==> config.mk <==
export PLATFORM = sky130hd
export DESIGN_NAME = pcm_voice_port
export DESIGN_NICKNAME = d
export VERILOG_FILES = /design/src/rtl/pcm_port_pkg.sv /design/src/rtl/pcm_edge_sel.sv /design/src/rtl/pcm_tx_path.sv /design/src/rtl/pcm_rx_path.sv /design/src/rtl/pcm_voice_port.sv
export SDC_FILE = /design/constraint.sdc
export NUM_CORES = 1
export LEC_CHECK = 0
export ABC_AREA = 1
export ABC_CLOCK_PERIOD_IN_PS = 1800
export BUFFER_PORTS_ARGS = -buffer_cell sky130_fd_sc_hd__buf_2
export CORE_MARGIN = 10
export CORE_UTILIZATION = 55
export CTS_BUF_LIST = sky130_fd_sc_hd__clkbuf_4
export CTS_CLUSTER_DIAMETER = 120
export DETAILED_ROUTE_END_ITERATION = 8
export GPL_ROUTABILITY_DRIVEN = 0
export GPL_TIMING_DRIVEN = 1
export PLACE_DENSITY = 0.88
export REMOVE_ABC_BUFFERS = 1
export SYNTH_ARGS = -nofsm -noshare
export SYNTH_HDL_FRONTEND = slang
export SYNTH_HIERARCHICAL = 1
export SYNTH_SLANG_ARGS = --single-unit
==> constraint.sdc <==
create_clock -name clk -period 1.8 [get_ports clk]
set_input_delay 0.09 -clock clk [delete_from_list [all_inputs] [get_ports clk]]
set_output_delay 0.09 -clock clk [all_outputs]
set_load 0.01 [all_outputs]
==> src/rtl/pcm_port_pkg.sv <==
package pcm_port_pkg;
    typedef enum logic [1:0] {
        FMT_NORM = 2'b00,
        FMT_DLY  = 2'b01,
        FMT_REV  = 2'b10,
        FMT_ALT  = 2'b11
    } fmt_e;
endpackage

==> src/rtl/pcm_edge_sel.sv <==
// Finds MCLK edges on the system clock and maps them to launch/capture.
module pcm_edge_sel (
    input  logic clk,
    input  logic rst_n,
    input  logic mclk,
    input  logic swap,
    output logic launch,
    output logic capture
);
    logic mclk_d, mclk_q;
    logic rise, fall;

    always_comb begin
        mclk_d  = mclk;
        rise    = mclk & ~mclk_q;
        fall    = ~mclk & mclk_q;
        launch  = swap ? fall : rise;
        capture = swap ? rise : fall;
    end

    always_ff @(posedge clk) begin
        if (!rst_n) mclk_q <= 1'b0;
        else        mclk_q <= mclk_d;
    end
endmodule

==> src/rtl/pcm_tx_path.sv <==
// Holding register plus MSB-first shifter.
module pcm_tx_path #(
    parameter int W = 8
) (
    input  logic         clk,
    input  logic         rst_n,
    input  logic         load,
    input  logic [W-1:0] din,
    input  logic         start,
    input  logic         shift,
    output logic         bit_o
);
    typedef struct packed {
        logic [W-1:0] hold;
        logic [W-1:0] sh;
    } tx_st_t;

    tx_st_t st_d, st_q;

    always_comb begin
        st_d = st_q;
        if (start)      st_d.sh = st_q.hold;
        else if (shift) st_d.sh = {st_q.sh[W-2:0], 1'b0};
        if (load)       st_d.hold = din;
        bit_o = st_q.sh[W-1];
    end

    always_ff @(posedge clk) begin
        if (!rst_n) st_q <= '0;
        else        st_q <= st_d;
    end
endmodule

==> src/rtl/pcm_rx_path.sv <==
// Collects W bits MSB first on capture edges, then strobes the byte out.
module pcm_rx_path #(
    parameter int W = 8
) (
    input  logic         clk,
    input  logic         rst_n,
    input  logic         capture,
    input  logic         start,
    input  logic         din,
    output logic [W-1:0] data_o,
    output logic         valid_o
);
    localparam int CW = (W > 1) ? $clog2(W) : 1;
    localparam logic [CW-1:0] LAST = CW'(W - 1);

    typedef struct packed {
        logic [W-1:0]  sh;
        logic [CW-1:0] cnt;
        logic          busy;
        logic [W-1:0]  data;
        logic          valid;
    } rx_st_t;

    rx_st_t st_d, st_q;

    always_comb begin
        st_d       = st_q;
        st_d.valid = 1'b0;
        if (start) begin
            st_d.busy = 1'b1;
            st_d.cnt  = '0;
        end else if (capture && st_q.busy) begin
            st_d.sh = {st_q.sh[W-2:0], din};
            if (st_q.cnt == LAST) begin
                st_d.busy  = 1'b0;
                st_d.data  = {st_q.sh[W-2:0], din};
                st_d.valid = 1'b1;
            end else begin
                st_d.cnt = st_q.cnt + CW'(1);
            end
        end
        data_o  = st_q.data;
        valid_o = st_q.valid;
    end

    always_ff @(posedge clk) begin
        if (!rst_n) st_q <= '0;
        else        st_q <= st_d;
    end
endmodule

==> src/rtl/pcm_voice_port.sv <==
// Slot controller: frame-strobe detection, format handling, slot timing.
module pcm_voice_port #(
    parameter int W = 8
) (
    input  logic         clk,
    input  logic         rst_n,
    input  logic         mclk,
    input  logic         fs,
    input  logic [1:0]   fmt,
    input  logic         dr,
    input  logic [W-1:0] tx_byte,
    input  logic         tx_load,
    output logic         dx,
    output logic         dx_oe,
    output logic [W-1:0] rx_byte,
    output logic         rx_valid
);
    import pcm_port_pkg::*;

    localparam int CW = (W > 1) ? $clog2(W) : 1;
    localparam logic [CW-1:0] LAST = CW'(W - 1);

    typedef struct packed {
        logic          fs_prev;
        logic          armed;
        logic          active;
        logic [CW-1:0] bitcnt;
    } slot_st_t;

    slot_st_t st_d, st_q;
    fmt_e     fmt_sel;
    logic     launch, capture;
    logic     start, shift, tx_bit;
    logic     is_dly, fs_rise, free;

    assign fmt_sel = fmt_e'(fmt);

    pcm_edge_sel u_edge (
        .clk     (clk),
        .rst_n   (rst_n),
        .mclk    (mclk),
        .swap    (fmt_sel == FMT_REV),
        .launch  (launch),
        .capture (capture)
    );

    always_comb begin
        st_d    = st_q;
        start   = 1'b0;
        shift   = 1'b0;
        is_dly  = (fmt_sel == FMT_DLY);
        fs_rise = fs & ~st_q.fs_prev;
        free    = !st_q.active || (st_q.bitcnt == LAST);
        if (launch) begin
            st_d.fs_prev = fs;
            if (st_q.active) begin
                if (st_q.bitcnt == LAST) begin
                    st_d.active = 1'b0;
                end else begin
                    st_d.bitcnt = st_q.bitcnt + CW'(1);
                    shift       = 1'b1;
                end
            end
            if (free) begin
                if (is_dly) begin
                    if (st_q.armed) begin
                        start      = 1'b1;
                        st_d.armed = 1'b0;
                    end else if (fs_rise) begin
                        st_d.armed = 1'b1;
                    end
                end else if (fs_rise) begin
                    start = 1'b1;
                end
            end
            if (start) begin
                st_d.active = 1'b1;
                st_d.bitcnt = '0;
            end
        end
        if (!is_dly) st_d.armed = 1'b0;
        dx_oe = st_q.active;
        dx    = st_q.active & tx_bit;
    end

    always_ff @(posedge clk) begin
        if (!rst_n) st_q <= '0;
        else        st_q <= st_d;
    end

    pcm_tx_path #(.W(W)) u_tx (
        .clk   (clk),
        .rst_n (rst_n),
        .load  (tx_load),
        .din   (tx_byte),
        .start (start),
        .shift (shift),
        .bit_o (tx_bit)
    );

    pcm_rx_path #(.W(W)) u_rx (
        .clk     (clk),
        .rst_n   (rst_n),
        .capture (capture),
        .start   (start),
        .din     (dr),
        .data_o  (rx_byte),
        .valid_o (rx_valid)
    );
endmodule

==> key figures <==
Finish
  • Nets: 314
  • Multi-input logic area: 808.3 um2
  • Final core occ: 65.28%
  • # diodes: 0
  • Register area: 862.1 um2
  • Final Cell Area: 0.002178 mm2
  • Area Overhead vs Synth: 13.79%
  • Share of post-route cells with drive strength above 1: 16.95%
  • Fill count: 287

Worst setup path
  • Crit-path max cell delay: 0.53 ns
  • R2r setup slk: 0.12 ns
  • Critical path fanouts, max: 11
  • R2R cell count: 9
  • Worst R2R Start: st_q[0]
  • CP Class: in2reg
  • Setup crit end: u_tx/st_q[1]
  • CP endpoint kind: flop
  • Startpoint class of the critical path: primary input
  • Crit-path cells: dlygate4sd3_1 > buf_2 > inv_2 > nand3_1 > nand2_1 > nand3_2 > nor2_2 > buf_4 > buf_4 > inv_1 > nand2_1 > nand2_1 > nand2_1 > a21oi_1
  • Worst endpoint required time: 2.05 ns
  • Crit path DAT: 1.93 ns
  • CP startpoint: mclk
  • CP most frequent cell: nand2_1
  • CP max stage cell: dlygate4sd3_1
  • FF-to-FF End: u_tx/st_q[2]

Clock network
  • Clock Latency Late Sink: 0.36 ns
  • # H-tree levels: 2
  • Clk sinks: 43
  • CTS Buf Count: 5
  • Clk buf depth: 2
  • Clock slew at reported path FFs: 0.11 ns
  • CTS tree: done
  • Postcts setup bufs: 0
  • Clock tree root driver cell: clkbuf_4

Power and ir drop
  • Comb pwr share: 11.4%
  • Net switching power: 440.9 uW
  • Cell area power density: 758.4 mW/mm2
  • Internal power: 1.211 mW
  • Sequential share of power: 61.3%
  • Static leakage: 1.130 nW
  • Maximum vdd drop: 0.0006311 V
  • Sw Ratio: 26.69%
  • Clock Power Share: 27.3%

Die
  • Die X-Extent: 79.00 um
  • I/O pins: 27
  • Die Y: 79.00 um
  • Initial Util: 57.37%
  • Core area: 0.003337 mm2
  • Die area: 0.006240 mm2
  • Num rows: 21

Run
  • # Max-Cap Violations: 0

Placed design
  • PortBufs: 26
  • DP HPWL: 2.791 mm
  • Placed inst area: 0.002022 mm2

Synth
  • Number of flops mapped to enable cells by yosys: 0
  • Most common cell in the synthesized netlist: nand2_1
  • Post-Synthesis Cells: 263
  • Netlist cell types: 25
  • Asr flop ratio synth: 0%
  • Post-synthesis instance area: 0.001914 mm2
  • FF+latch count, synth: 43
  • Commonest cells in the netlist: nand2_1 (49), dfxtp_1 (43), nor2_1 (41)
  • Sequential cell area fraction in the yosys report: 44.97%
  • Main synth FF type: dfxtp_1
  • Yosys warning total: 6
  • Post-synth top area share: 44.97%
  • Main area contributors after synthesis: dfxtp_1 (45%), nand2_1 (9.6%), nor2_1 (8.0%)
  • Syn avg cell area: 7.279 um2
  • Largest area contributor in the netlist: dfxtp_1

Timing
  • Setup Skew: 0.01232 ns
  • Post-route minimum period: 1.684 ns
  • Period utilization: 93.54%
  • Max Fclk: 594.0 MHz
  • Setup-failing EPs final: 0
  • Final slew viol count: 0
  • Final Hold Vio Count: 0
  • Relative slew slack: 78.38%
  • Worst-margin pin slew: 0.3240 ns

Drt
  • Antenna-violating nets left: 0
  • Avg Vias per Cell: 4.950
  • Final wirelength: 3.896 mm
  • Initial DRC count: 97
  • # DRC: 0
  • Vias: 1688
  • 1st-pass router iterations: 4
  • WL per Instance: 11.43 um

GRT
  • Antenna violations before repair: 0
  • First-pass GRT wire length: 6.713 mm
  • Number of global-route vias before repair: 1574
  • Total GRT Usage: 12.83%
  • Largest net degree at the start of global routing: 27
  • Total grt overflow: 0

Min path
  • Hold_sp: tx_byte[4]
  • Hold Crit Class: in2reg

Status
  • Run status: complete, no violations
[power groups by stage]
stage | Combinational, mW | Sequential [mW] | Clock (mW)
finish | 0.189 | 1.01 | 0.451
global route | 0.220 | 1.02 | 0.503
floorplan | 0.106 | 1.03 | 0
CTS | 0.184 | 1.01 | 0.464
global placement | 0.163 | 1.03 | 0
detailed placement | 0.168 | 1.03 | 0
[what timing repair did]
action | in CTS | in global routing
resized for setup | 0 | 5
setup endpoints to repair | 0 | 10
hold buffers | 9 | 0
hold endpoints to repair | 8 | 0
[kinds of logic after synthesis]
| group | synth area share (%) |
|---|---|
| buffers and inverters | 13.46 |
| AOI/OAI and AO/OA | 9.412 |
| DFF | 44.97 |
| adders and majority gates | 2.614 |
| and+or+nand+nor | 29.54 |
[per-stage QoR]
step | setup TNS [ns] | worst slack, ns | cells | power (mW) | hold WS (ns)
after detailed placement | 0 | 0.07169 | 324 | 1.200 | 0.3142
after floorplan | -5.866 | -0.3368 | 247 | 1.134 | 0.1835
after global routing | -0.008613 | -0.006444 | 341 | 1.739 | 0.01857
after global placement | 0 | 0.1795 | 324 | 1.193 | 0.3169
final | 0 | 0.1164 | 341 | 1.652 | 0.01378
after CTS | 0 | 0.07367 | 341 | 1.659 | 0.0002556
[sequential cells by signal, summed over array words and instances (netlist names)]
| name | count |
|---|---|
| u_tx/st_q | 15 |
| u_rx/st_q | 11 |
| u_rx/data_o | 8 |
| st_q | 5 |
| dx_oe | 1 |
| u_edge/mclk_q | 1 |
| u_rx/valid_o | 1 |
| u_tx/bit_o | 1 |
[layout make-up]
type / count / share of cell area (%)
Sequential cell: 43 / 39.57
Multi-Input combinational cell: 167 / 37.11
Timing Repair Buffer: 40 / 11.83
Inverter: 37 / 6.433
Tap cell: 46 / 2.642
Clock buffer: 5 / 1.723
Clock inverter: 3 / 0.6893
[worst max-delay path, delay by kind of cell]
kind,cells,cell delay (ns)
AO/OA/AOI/OAI,1,0.06
AND/OR/NAND/NOR,7,0.60
buffers and inverters,6,1.17
[layer usage]
layer,track usage (%),routed length [um]
met5,0,0
met4,6.093,85
met3,4.505,212
met2,20.88,1862
met1,14.70,1735
[placed cells by master, fill, tap and decap left out, types with 2 or more instances in the layout]
master / instances
a21oi_1: 17
buf_2: 26
buf_4: 5
clkbuf_4: 5
clkinv_1: 2
dfxtp_1: 42
dlygate4sd3_1: 9
ha_1: 4
inv_1: 33
inv_2: 3
nand2_1: 49
nand3_1: 17
nand3_2: 2
nand4_1: 8
nor2_1: 40
nor2_4: 3
nor3_1: 6
o21ai_0: 11
o21ai_1: 5
[how the worst min path moves through the flow]
stage | to | slack (ns) | cells past startpoint
6_report | u_tx/st_q[12] | 0.01 | 3
3_3_place_gp | u_tx/st_q[9] | 0.32 | 3
2_1_floorplan | u_edge/mclk_q | 0.18 | 2
3_5_place_dp | u_tx/st_q[9] | 0.31 | 3
4_1_cts | st_q[4] | 0.0003 | 3
5_1_grt | st_q[4] | 0.02 | 3
No activity file was read; power rests on OpenSTA's default activity.
